### config.mk
export PLATFORM = sky130hd
export DESIGN_NAME = link_resync_seq
export DESIGN_NICKNAME = d
export VERILOG_FILES = /design/src/rtl/resync_pkg.sv /design/src/rtl/resync_trigger.sv /design/src/rtl/resync_fsm.sv /design/src/rtl/resync_counter.sv /design/src/rtl/link_resync_seq.sv
export SDC_FILE = /design/constraint.sdc
export NUM_CORES = 1
export LEC_CHECK = 0
export ABC_AREA = 1
export ABC_CLOCK_PERIOD_IN_PS = 2700
export BUFFER_PORTS_ARGS = -buffer_cell sky130_fd_sc_hd__buf_2
export CORE_MARGIN = 3
export CORE_UTILIZATION = 59
export DETAILED_ROUTE_END_ITERATION = 8
export GPL_ROUTABILITY_DRIVEN = 0
export HOLD_SLACK_MARGIN = 0.02
export MAX_ROUTING_LAYER = met4
export PLACE_DENSITY_LB_ADDON = 0.15
export SYNTH_ARGS = -nofsm -noshare
export SYNTH_HDL_FRONTEND = slang
export SYNTH_SLANG_ARGS = --single-unit
export TNS_END_PERCENT = 30
### constraint.sdc
create_clock -name clk -period 2.7 [get_ports clk]
set_input_delay 0 -clock clk [delete_from_list [all_inputs] [get_ports clk]]
set_output_delay 0 -clock clk [all_outputs]
set_load 0.1 [all_outputs]
### src/rtl/resync_pkg.sv
package resync_pkg;
  typedef enum logic [1:0] {
    PH_NORMAL  = 2'd0,
    PH_IDLE    = 2'd1,
    PH_PATTERN = 2'd2
  } phase_e;
endpackage

### src/rtl/resync_trigger.sv
module resync_trigger #(
  parameter int          CMD_W      = 8,
  parameter logic [7:0]  RESYNC_CMD = 8'h5A
) (
  input  logic             bcast_stb,
  input  logic [CMD_W-1:0] bcast_cmd,
  input  logic             resync_en,
  input  logic             sw_trig,
  output logic             start_req
);
  logic cmd_hit;

  always_comb begin
    cmd_hit   = bcast_stb && (bcast_cmd == CMD_W'(RESYNC_CMD));
    start_req = sw_trig || (resync_en && cmd_hit);
  end
endmodule

### src/rtl/resync_fsm.sv
module resync_fsm
  import resync_pkg::*;
#(
  parameter int IDLE_W  = 12,
  parameter int PAT_LEN = 16
) (
  input  logic              clk,
  input  logic              rst_n,
  input  logic              start_req,
  input  logic [IDLE_W-1:0] idle_len,
  output phase_e            phase,
  output logic              accept
);
  localparam int PAT_W = (PAT_LEN > 1) ? $clog2(PAT_LEN) : 1;
  localparam int DUR_W = (IDLE_W > PAT_W) ? IDLE_W : PAT_W;

  logic [DUR_W-1:0] dur;

  assign accept = (phase == PH_NORMAL) && start_req;

  always_ff @(posedge clk) begin
    if (!rst_n) begin
      phase <= PH_NORMAL;
      dur   <= '0;
    end else begin
      unique case (phase)
        PH_NORMAL: begin
          if (start_req) begin
            if (idle_len == '0) begin
              phase <= PH_PATTERN;
              dur   <= DUR_W'(PAT_LEN - 1);
            end else begin
              phase <= PH_IDLE;
              dur   <= DUR_W'(idle_len - 1'b1);
            end
          end
        end
        PH_IDLE: begin
          if (dur == '0) begin
            phase <= PH_PATTERN;
            dur   <= DUR_W'(PAT_LEN - 1);
          end else begin
            dur <= dur - 1'b1;
          end
        end
        PH_PATTERN: begin
          if (dur == '0) phase <= PH_NORMAL;
          else           dur   <= dur - 1'b1;
        end
        default: phase <= PH_NORMAL;
      endcase
    end
  end

  p_start_only_on_trig_r2: assert property (@(posedge clk) disable iff (!rst_n)
    (phase == PH_NORMAL && !start_req) |=> (phase == PH_NORMAL));

  p_idle_leads_to_pattern_r3: assert property (@(posedge clk) disable iff (!rst_n)
    (phase == PH_IDLE) |=> (phase != PH_NORMAL));

  p_zero_idle_skips_r6: assert property (@(posedge clk) disable iff (!rst_n)
    (phase == PH_NORMAL && start_req && idle_len == '0) |=> (phase == PH_PATTERN));

  p_pattern_never_idle_r3: assert property (@(posedge clk) disable iff (!rst_n)
    (phase == PH_PATTERN) |=> (phase != PH_IDLE));
endmodule

### src/rtl/resync_counter.sv
module resync_counter #(
  parameter int CNT_W = 8
) (
  input  logic             clk,
  input  logic             rst_n,
  input  logic             inc,
  input  logic             clr,
  output logic [CNT_W-1:0] count
);
  localparam logic [CNT_W-1:0] CNT_MAX = {CNT_W{1'b1}};

  always_ff @(posedge clk) begin
    if (!rst_n)                       count <= '0;
    else if (clr)                     count <= '0;
    else if (inc && count != CNT_MAX) count <= count + 1'b1;
  end

  p_saturate_r8: assert property (@(posedge clk) disable iff (!rst_n)
    (count == CNT_MAX && !clr) |=> (count == CNT_MAX));

  p_clear_wins_r9: assert property (@(posedge clk) disable iff (!rst_n)
    clr |=> (count == '0));

  p_step_of_one_r8: assert property (@(posedge clk) disable iff (!rst_n)
    (inc && !clr && count != CNT_MAX) |=> (count == $past(count) + 1'b1));
endmodule

### src/rtl/link_resync_seq.sv
module link_resync_seq
  import resync_pkg::*;
#(
  parameter int         CMD_W      = 8,
  parameter logic [7:0] RESYNC_CMD = 8'h5A,
  parameter int         IDLE_W     = 12,
  parameter int         PAT_LEN    = 16,
  parameter int         CNT_W      = 8,
  parameter int         N_LANES    = 3
) (
  input  logic                 clk,
  input  logic                 rst_n,
  input  logic                 bcast_stb,
  input  logic [CMD_W-1:0]     bcast_cmd,
  input  logic                 resync_en,
  input  logic                 sw_trig,
  input  logic [IDLE_W-1:0]    idle_len,
  input  logic                 cnt_clr,
  output logic [2*N_LANES-1:0] lane_sel,
  output logic [CNT_W-1:0]     trig_count
);
  logic   start_req;
  logic   accept;
  phase_e phase;

  resync_trigger #(.CMD_W(CMD_W), .RESYNC_CMD(RESYNC_CMD)) u_trigger (
    .bcast_stb (bcast_stb),
    .bcast_cmd (bcast_cmd),
    .resync_en (resync_en),
    .sw_trig   (sw_trig),
    .start_req (start_req)
  );

  resync_fsm #(.IDLE_W(IDLE_W), .PAT_LEN(PAT_LEN)) u_fsm (
    .clk       (clk),
    .rst_n     (rst_n),
    .start_req (start_req),
    .idle_len  (idle_len),
    .phase     (phase),
    .accept    (accept)
  );

  resync_counter #(.CNT_W(CNT_W)) u_counter (
    .clk   (clk),
    .rst_n (rst_n),
    .inc   (accept),
    .clr   (cnt_clr),
    .count (trig_count)
  );

  for (genvar g = 0; g < N_LANES; g++) begin : g_lane
    assign lane_sel[2*g +: 2] = phase;
  end

  p_busy_no_count_r7: assert property (@(posedge clk) disable iff (!rst_n)
    (phase != PH_NORMAL && !cnt_clr) |=> $stable(trig_count));

  for (genvar g = 1; g < N_LANES; g++) begin : g_agree
    p_lanes_agree_r10: assert property (@(posedge clk) disable iff (!rst_n)
      lane_sel[2*g +: 2] == lane_sel[1:0]);
  end
endmodule

# Word level (Yosys, flattened, before mapping)
# Cells that the tools add are included.
# Widths: inputs -> output; s select.
[word_totals]
word_cells = 37
ff_bits = 22
output_inout_bits = 14
input_bits = 26
[classes]
n_reduce_logical = 12
mux = 10
n_addsub = 3
n_eq_ne = 8
bitwise = 1
[op_table]
columns = ["cell", "n"]
rows = [
  ["$mux 12", 4],
  ["$pmux 12 s3", 1],
  ["$logic_not 12->1", 2],
  ["$sub 12x1->12 const B", 2],
  ["$add 8x1->8 const B", 1],
  ["$eq 8x7->1 const B", 1],
  ["$mux 2", 4],
  ["$ne 8x8->1 const B", 1],
  ["$ne 2x1->1 const B", 3],
  ["$pmux 2 s3", 1],
  ["$reduce_and 3->1", 2],
  ["$logic_and 1x1->1", 4],
  ["$reduce_bool 3->1", 1],
  ["$eq 2x1->1 const B", 1],
  ["$eq 2x2->1 const B", 1],
  ["$logic_not 2->1", 1],
  ["$ne 2x2->1 const B", 1],
  ["$reduce_or 2->1", 1],
  ["$logic_or 1x1->1", 1],
  ["$not 1->1", 1],
]

# Depth between registers and ports, before layout
# Gate-level depths: netlist of run 1.
[logic_depth]
ltp_word = 6
ltp_mapped = 13
ltp_nobuf = 13

# By module
# A second synthesis of run 1 with hierarchy kept.
[hier_totals]
hier_cells = 332
hier_area_um2 = 1903.1
[modules_own_cells]
columns = ["mod", "seq_area_each_um2", "area_each_um2", "cells_each", "n_inst"]
rows = [
  ["resync_fsm", 280.3, 1356.3, 242, 1],
  ["resync_counter", 160.2, 462.9, 72, 1],
  ["resync_trigger", 0.0, 53.8, 14, 1],
  ["link_resync_seq", 0.0, 30.0, 4, 1],
]

# Worst setup path before layout of run 1
# No wires, ideal clock.
[synth_timing]
kind = "flip-flop to flip-flop"
start = "reg u_fsm.phase[0]"
end = "reg u_fsm.dur[3]"
arrival_ns = 2.187
setup_time_ns = 0.115
stages_incl_launch_ff = 9
period_less_slack_ns = 2.302
t_required_ns = 2.585
n_path_buf = 2
path_slack_ns = 0.398
path_cell_list = "dfxtp_1 > inv_1 > ha_1 > buf_4 > nor2_1 > buf_6 > nand2_1 > a21oi_1 > nor2_1"
[synth_via]
elab_chain_len = 3
elab_cells_between_ends = 8
classes_between = "eq/ne (4); mux (1); reduce/logical (3)"
[synth_lines]
columns = ["item", "line", "rtl"]
rows = [
  ["start, declared", "resync_fsm.sv:11", "output phase_e phase,"],
  ["start signal, assigned", "resync_fsm.sv:23", "phase <= PH_NORMAL;"],
  ["start signal, assigned", "resync_fsm.sv:30", "phase <= PH_PATTERN;"],
  ["start signal, assigned", "resync_fsm.sv:33", "phase <= PH_IDLE;"],
  ["$eq 2x2->1 (tied with other cells)", "resync_fsm.sv:26", "unique case (phase)"],
  ["$ne 2x2->1 (no line) (tied with other cells)", "n/a", ""],
  ["$reduce_and 3->1 (no line)", "n/a", ""],
  ["end signal, assigned", "resync_fsm.sv:31", "dur <= DUR_W'(PAT_LEN - 1);"],
  ["end signal, assigned", "resync_fsm.sv:34", "dur <= DUR_W'(idle_len - 1'b1);"],
  ["end signal, assigned", "resync_fsm.sv:41", "dur <= DUR_W'(PAT_LEN - 1);"],
  ["end, declared", "resync_fsm.sv:17", "logic [DUR_W-1:0] dur;"],
]
# Several ways; a longest one is shown, not always the timed one.
# A chain may end at the register's enable or synchronous reset.

# Final worst setup path of run 1
[layout_timing]
start = "reg u_fsm.phase[0]"
end = "reg u_fsm.dur[2]"
# The elaborated chain is that of the path after synthesis.

==> flow_summary.json, run 1 <==
{
  "run_status": "finished clean",
  "slowest_stage": "sky130_fd_sc_hd__nor2_1",
  "yosys-top-cells-area": "sky130_fd_sc_hd__dfxtp_1 23%, sky130_fd_sc_hd__nand2_1 17%, sky130_fd_sc_hd__nand3_1 10%, sky130_fd_sc_hd__inv_1 9.1%, sky130_fd_sc_hd__nor2_1 7.7%",
  "reg2reg_setup_slack_ns": 0.73,
  "die_height_um": 63.33,
  "critical_path.n_buffers_inverters": 1,
  "clkSinkCount": 22,
  "detail-route-antenna-nets": 0,
  "maximum_number_of_pins_on_one_net_before_global_route_repair": 14,
  "synthesis.instances": 318,
  "placement_rows": 20,
  "maximum_achievable_frequency_ghz": 0.5067,
  "pwr-share-clk_pct": 11.7,
  "layout-drive-gt1-share_pct": 18.08,
  "critical_path.max_stage_delay_ns": 0.52,
  "detail_route.vias_per_cell": 5.080,
  "worst-endpoint-required_ns": 2.92,
  "post-route-drc-count": 0,
  "firstDrtPassIters": 4,
  "rr_startpoint": "u_fsm.phase[0]$_SDFFE_PN0P_",
  "layout.filler_cells": 311,
  "layout.cells.non_filler": 398,
  "critical_path_class": "register to register",
  "grt_use_met3_pct": 3.030,
  "top_usage_layer": "met2",
  "num_antenna_cells": 0,
  "power.net_switching_mw": 1.279,
  "fin_crit_sh_pct": 73.09,
  "buffer_ports.inserted": 39,
  "ctsLongestPathBuffers": 2,
  "timing.hold.worst.start": "idle_len[0]",
  "synth.cell_area_mm2": 0.001939,
  "vdd_drop_max_mv": 0.5940,
  "globalRouteOverflowTotal": 0,
  "ys.warnings.count": 0,
  "wire_length_of_the_first_global_routing_pass_um": 7976,
  "synth_fp_nets": 353,
  "crit_path_frequent_cell": "sky130_fd_sc_hd__nand2_1",
  "tritoncts_clock_tree": "built",
  "count_of_instances_resized_after_the_clock_tree_is_built": 0,
  "postCtsSetupBuffers": 0,
  "wirelength_um": 4595,
  "critical_path_arrival_ns": 2.19,
  "avgSynthCellArea_um2": 6.099,
  "power_frac_comb_pct": 64.4,
  "critical_path.startpoint": "u_fsm.phase[0]$_SDFFE_PN0P_",
  "synthDistinctLibCells": 25,
  "critical_path.cell_chain": "inv_1, ha_1, nor2_1, nand2_1, nand2_1, nand2_1, nand2_1, nor2_1",
  "flow.area_growth_from_synthesis_pct": 12.45,
  "timing.slew.headroom_pct": 61.08,
  "place.detailed.hpwl_um": 3592,
  "worst-r2r-cell-count": 8,
  "final-setup-viol-count": 0,
  "numCtsBuffers": 3,
  "clock-root-buffer": "sky130_fd_sc_hd__clkbuf_4",
  "io_pins": 40,
  "rsz0062_at_grt": "no",
  "htree_num_levels": 1,
  "wl_per_cell_um": 11.55,
  "worst_setup_path_end_kind": "register",
  "fin_skew_ns": 0.007377,
  "timing.hold.worst.class": "primary input to register",
  "synth_seq_cells": 22,
  "grt_use_met2_pct": 41.33,
  "nNetsFinal": 390,
  "yosysSeqAreaShare_pct": 22.71,
  "clk_pin_slew_worst_paths_ns": 0.13,
  "initial_antenna_violation_count": 0,
  "drt_iter0_drc": 126,
  "fin_crit_ns": 1.974,
  "grt_pass1_vias": 1836,
  "critical_path.top_delay_family": "simple AND/OR/NAND/NOR gates",
  "synth_largest_type_area_fraction_pct": 22.71,
  "worst_setup_path_endpoint": "u_fsm.dur[2]$_SDFFE_PN0P_",
  "global_route.usage.met1_pct": 30.78,
  "hold-worst-slack_ns": 0.03073,
  "initial_cell_density_of_the_core_pct": 62.50,
  "netlist.top_cell.by_area": "sky130_fd_sc_hd__dfxtp_1",
  "max_cap_violations": 0,
  "timing.critical_path.depth": 8,
  "timing_hold_violations_final": 0,
  "worstReg2RegEnd": "u_fsm.dur[2]$_SDFFE_PN0P_",
  "dieArea_mm2": 0.004011,
  "fin_setup_tns_ns": 0,
  "seq_power_share_pct": 23.9,
  "slew_violations": 0,
  "setup.worst_path.start_class": "register",
  "power_switching_share_pct": 55.86,
  "cellLeakagePower_nw": 1.175,
  "power.density_cell_area_mw_per_mm2": 1050,
  "area_of_the_core_region_mm2": 0.003103,
  "dr_total_vias": 2022,
  "global_route.usage.total_pct": 24.89,
  "timing_worst_slew_pin_value_ns": 0.5817,
  "chipWidth_um": 63.33,
  "internal_power_mw": 1.011,
  "cp_max_fo": 11,
  "post-place-cells": 393,
  "clock_insertion_delay_worst_skew_ns": 0.33
}
[cell usage in the layout, fill, tap and decap left out]
cell and count:
sky130_fd_sc_hd__nand2_1 87, sky130_fd_sc_hd__inv_1 47, sky130_fd_sc_hd__nor2_1 40, sky130_fd_sc_hd__nand3_1 39, sky130_fd_sc_hd__buf_2 39, sky130_fd_sc_hd__dfxtp_1 22, sky130_fd_sc_hd__a21oi_1 17, sky130_fd_sc_hd__xor2_1 10
sky130_fd_sc_hd__ha_1 9, sky130_fd_sc_hd__xnor2_1 8, sky130_fd_sc_hd__nor2_2 7, sky130_fd_sc_hd__or2_2 4, sky130_fd_sc_hd__nand2_2 3, sky130_fd_sc_hd__o21ai_0 3, sky130_fd_sc_hd__nor3_1 3, sky130_fd_sc_hd__clkbuf_4 3
sky130_fd_sc_hd__nand4_1 2, sky130_fd_sc_hd__nor3_2 2, sky130_fd_sc_hd__nor2_4 1, sky130_fd_sc_hd__nor3_4 1, sky130_fd_sc_hd__nand4_2 1, sky130_fd_sc_hd__nand3_2 1, sky130_fd_sc_hd__o21ai_1 1, sky130_fd_sc_hd__a21boi_0 1
sky130_fd_sc_hd__nand2_4 1, sky130_fd_sc_hd__bufinv_16 1, sky130_fd_sc_hd__dlygate4sd3_1 1
[how the worst min path moves through the flow]
| stage | to | cells past startpoint | slack [ns] |
|---|---|---|---|
| after floorplan | u_fsm.dur[10]$_SDFFE_PN0P_ | 2 | 0.13 |
| after global placement | u_fsm.dur[4]$_SDFFE_PN0P_ | 3 | 0.34 |
| after detailed placement | u_fsm.dur[5]$_SDFFE_PN0P_ | 3 | 0.34 |
| after CTS | u_fsm.dur[0]$_SDFFE_PN0P_ | 6 | 0.02 |
| after global routing | u_fsm.dur[0]$_SDFFE_PN0P_ | 6 | 0.08 |
| final | u_fsm.dur[0]$_SDFFE_PN0P_ | 6 | 0.03 |
[what timing repair did]
item,CTS,global route
setup endpoints to repair,0,0
hold endpoints to repair,5,0
hold buffers,1,0
[sequential cells by signal, summed over array words and instances (netlist names)]
name             cells
u_fsm.dur           12
u_counter.count      8
u_fsm.phase          2
[routing by layer]
layer	up-vias	share of wire, %
li1	1062	-
met5	-	0
met1	900	45
met3	9	4.0
met4	0	1.7
met2	51	49
[cells in the mapped netlist]
master                      n
sky130_fd_sc_hd__xor2_1    10
sky130_fd_sc_hd__nor3_2     2
sky130_fd_sc_hd__nor2_1    40
sky130_fd_sc_hd__xnor2_1    8
sky130_fd_sc_hd__buf_6      3
sky130_fd_sc_hd__inv_1     47
sky130_fd_sc_hd__o21ai_0    3
sky130_fd_sc_hd__nand3_1   39
sky130_fd_sc_hd__ha_1       9
sky130_fd_sc_hd__nor2_4     1
sky130_fd_sc_hd__buf_4      5
sky130_fd_sc_hd__dfxtp_1   22
sky130_fd_sc_hd__or2_2      4
sky130_fd_sc_hd__nand2_2    3
sky130_fd_sc_hd__nand4_1    2
sky130_fd_sc_hd__o21ai_1    1
sky130_fd_sc_hd__nand2_4    1
sky130_fd_sc_hd__nor3_4     1
sky130_fd_sc_hd__nand2_1   87
sky130_fd_sc_hd__nor3_1     3
sky130_fd_sc_hd__a21boi_0   1
sky130_fd_sc_hd__nand4_2    1
sky130_fd_sc_hd__a21oi_1   17
sky130_fd_sc_hd__nor2_2     7
sky130_fd_sc_hd__nand3_2    1
[worst min-delay path: stages]
cell                      delay (ns)
sky130_fd_sc_hd__buf_2          0.09
sky130_fd_sc_hd__nand2_1        0.05
sky130_fd_sc_hd__nand2_1        0.05
sky130_fd_sc_hd__nand2_1        0.04
sky130_fd_sc_hd__nand2_1        0.06
sky130_fd_sc_hd__nor2_1         0.04
[power groups by stage]
stage               sequential [mW]  combinational, mW  clock [mW]
floorplan                     0.624               1.18           0
global placement              0.551               1.43           0
detailed placement            0.555               1.45           0
CTS                           0.547               1.47       0.268
global route                  0.564               1.65       0.279
finish                        0.548               1.47       0.267
[per-stage QoR]
step / worst slack [ns] / area (um2) / utilization (%) / power [mW]
final: 0.7265 / 2181 / 70.28 / 2.289
after global routing: 0.4835 / 2181 / 70.28 / 2.496
after CTS: 0.7388 / 2181 / 70.28 / 2.286
after detailed placement: 0.7927 / 2118 / 68.27 / 2.008
after global placement: 0.8775 / 2118 / 68.27 / 1.986
after floorplan: 0.3975 / 1939 / - / 1.804
[final cells by class]
class                      count  area, um2  share of cell area, %
clock buffer                   3      22.52                  1.033
clock inverter                 1      30.03                  1.377
inverter                      47      176.4                  8.089
multi-input combinational    241       1251                  57.37
sequential                    22      440.4                  20.20
tap                           44      55.05                  2.524
timing repair buffer          40      205.2                  9.409
[kinds of logic (layout without fill, tap and decap cells)]
logic type | count (synthesis) | count (layout) | share of synthesized area [%]
xor+xnor | 18 | 18 | 8.129
flops | 22 | 22 | 22.71
buf+inv | 55 | 91 | 12.77
fa+ha+maj | 9 | 9 | 5.807
compound gates | 22 | 22 | 5.806
simple gates | 192 | 192 | 44.77
(Power assumes the default switching activity.)
==> run 2, diff against run 1 <==
- ABC_CLOCK_PERIOD_IN_PS: 2700 -> 1750
- CORE_UTILIZATION: 59 -> 50
- clock period: 2.7 -> 1.75 ns (I/O delays scaled with it)
==> run 2 against run 1 <==
  * Critical endpoint is now u_counter.count[4]$_SDFFE_PP0P_
  * Sequential power increased by 56%
  * Hold slack improved by 0.027 ns
  * Critical path type unchanged
  * Power is 53% higher
  * Setup slack worse by 0.52 ns
  * Die area increased by 16%
  * Largest cell class unchanged
==> flow_summary.json, run 2 (synthesis results as in run 1) <==
{
  "hold-worst-slack_ns": 0.05812,
  "wirelength_um": 4358,
  "power_mw": 3.513,
  "setup.worst_path.start_class": "register",
  "area_of_the_core_region_mm2": 0.003689,
  "fin_skew_ns": 0.008002,
  "vdd_drop_max_mv": 1.418,
  "postCtsSetupBuffers": 0,
  "clkSinkCount": 22,
  "htree_num_levels": 1,
  "final-setup-viol-count": 0,
  "max_flop_register": "u_fsm.dur",
  "timing_hold_violations_final": 0,
  "largest_reg_flops": 12,
  "run_status": "finished clean",
  "max_cap_violations": 0,
  "placement_rows": 22,
  "maximum_achievable_frequency_ghz": 0.6462,
  "cts_hold_fix_bufs": 0,
  "buffer_ports.inserted": 39,
  "flow.area_growth_from_synthesis_pct": 13.81,
  "cp_max_fo": 9,
  "detail-route-antenna-nets": 0,
  "critical_path.top_delay_family": "simple AND/OR/NAND/NOR gates",
  "clk_pin_slew_worst_paths_ns": 0.09,
  "grt_use_met3_pct": 2.627,
  "critical_path_arrival_ns": 1.70,
  "fin_setup_tns_ns": 0,
  "grt_pass1_vias": 1651,
  "fin_crit_ns": 1.548,
  "finalCoreUtilization_pct": 59.84,
  "layout.filler_cells": 380,
  "num_antenna_cells": 0,
  "global_route.usage.total_pct": 21.22,
  "wire_length_of_the_first_global_routing_pass_um": 7417,
  "numCtsBuffers": 3,
  "initial_cell_density_of_the_core_pct": 52.58,
  "cellLeakagePower_nw": 1.184,
  "fin_crit_sh_pct": 88.43,
  "maximum_number_of_pins_on_one_net_before_global_route_repair": 14,
  "timing.hold.worst.class": "primary input to register",
  "final_common_cell": "sky130_fd_sc_hd__nand2_1",
  "global_route.usage.met1_pct": 29.27,
  "post-route-drc-count": 0,
  "layout-drive-gt1-share_pct": 21.07,
  "grt_use_met2_pct": 32.25,
  "clock_insertion_delay_worst_skew_ns": 0.27,
  "initial_antenna_violation_count": 0,
  "most-common-layout-cells": "86 x sky130_fd_sc_hd__nand2_1, 46 x sky130_fd_sc_hd__inv_1, 40 x sky130_fd_sc_hd__nor2_1",
  "slowest_stage": "sky130_fd_sc_hd__dfxtp_2",
  "clock-root-buffer": "sky130_fd_sc_hd__clkbuf_8",
  "place.detailed.hpwl_um": 3510,
  "ctsLongestPathBuffers": 2,
  "timing_worst_slew_pin_value_ns": 0.4863,
  "slew_violations": 0,
  "tritoncts_clock_tree": "built",
  "io_pins": 40,
  "timing.slew.headroom_pct": 67.80,
  "count_of_instances_resized_after_the_clock_tree_is_built": 0,
  "chipWidth_um": 68.28,
  "die_height_um": 68.28,
  "detail_route.vias_per_cell": 4.738,
  "critical_path_class": "register to register",
  "rsz0062_at_grt": "no",
  "top_usage_layer": "met2",
  "worst_setup_path_end_kind": "register",
  "placement.setup.worst_slack_ns": 0.1912,
  "dieArea_mm2": 0.004662,
  "worst-endpoint-required_ns": 1.90,
  "drt_iter0_drc": 125,
  "wl_per_cell_um": 10.79,
  "critical_path.cell_chain": "ha_1, nand4_1, nor3_2, nor2_2, nand2_4, nand2_1, a21oi_1",
  "layout_setup_ws_ns": 0.2025,
  "critical_path.max_stage_delay_ns": 0.35,
  "dr_total_vias": 1914,
  "biggestRegsByFlops": "u_fsm.dur: 12 flops, u_counter.count: 8 flops, u_fsm.phase: 2 flops",
  "nNetsFinal": 392,
  "globalRouteOverflowTotal": 0,
  "critical_path.n_buffers_inverters": 0,
  "power.density_cell_area_mw_per_mm2": 1592,
  "firstDrtPassIters": 4
}
-- run 2: area by class of cell --
class,count,area [um2],area share [%]
tap,48,60.06,2.721
clock inverter,1,3.754,0.1701
multi-input combinational,241,1254,56.80
inverter,47,176.4,7.993
clock buffer,3,41.29,1.871
sequential,22,454.2,20.58
timing repair buffer,42,217.7,9.864
-- run 2: metrics by stage --
| step | instance area (um2) | instances |
|---|---|---|
| 2_1_floorplan | 1953 | 318 |
| 3_3_place_gp | 2160 | 400 |
| 3_5_place_dp | 2160 | 400 |
| 4_1_cts | 2205 | 404 |
| 5_1_grt | 2207 | 404 |
| 6_report | 2207 | 404 |
-- run 2: routing by layer --
layer / vias to the layer above / wire length (um)
li1: 1057 / -
met4: 0 / 57
met1: 807 / 2197
met3: 6 / 211
met5: - / 0
met2: 44 / 1891
-- run 2: path summary, 6_finish.rpt --
path / cells past startpoint / slack, ns / endpoint / start
max: 7 / 0.20 / u_counter.count[4]$_SDFFE_PP0P_ / u_counter.count[0]$_SDFFE_PP0P_
min: 3 / 0.06 / u_fsm.dur[9]$_SDFFE_PN0P_ / rst_n
max reg2reg: 7 / 0.20 / u_counter.count[4]$_SDFFE_PP0P_ / u_counter.count[0]$_SDFFE_PP0P_
min reg2reg: 2 / 0.49 / u_counter.count[1]$_SDFFE_PP0P_ / u_counter.count[1]$_SDFFE_PP0P_
-- run 2: power by group --
group / switching [mW] / leakage, nW / total, mW / internal [mW]
Sequential: 0.196 / 0.185 / 0.857 / 0.661
Combinational: 1.60 / 0.976 / 2.33 / 0.729
Clock: 0.174 / 0.0231 / 0.331 / 0.157
-- run 2: tightest hold or removal path, stage by stage --
cell                      delay, ns
sky130_fd_sc_hd__buf_2         0.16
sky130_fd_sc_hd__nand2_1       0.08
sky130_fd_sc_hd__nor2_1        0.03
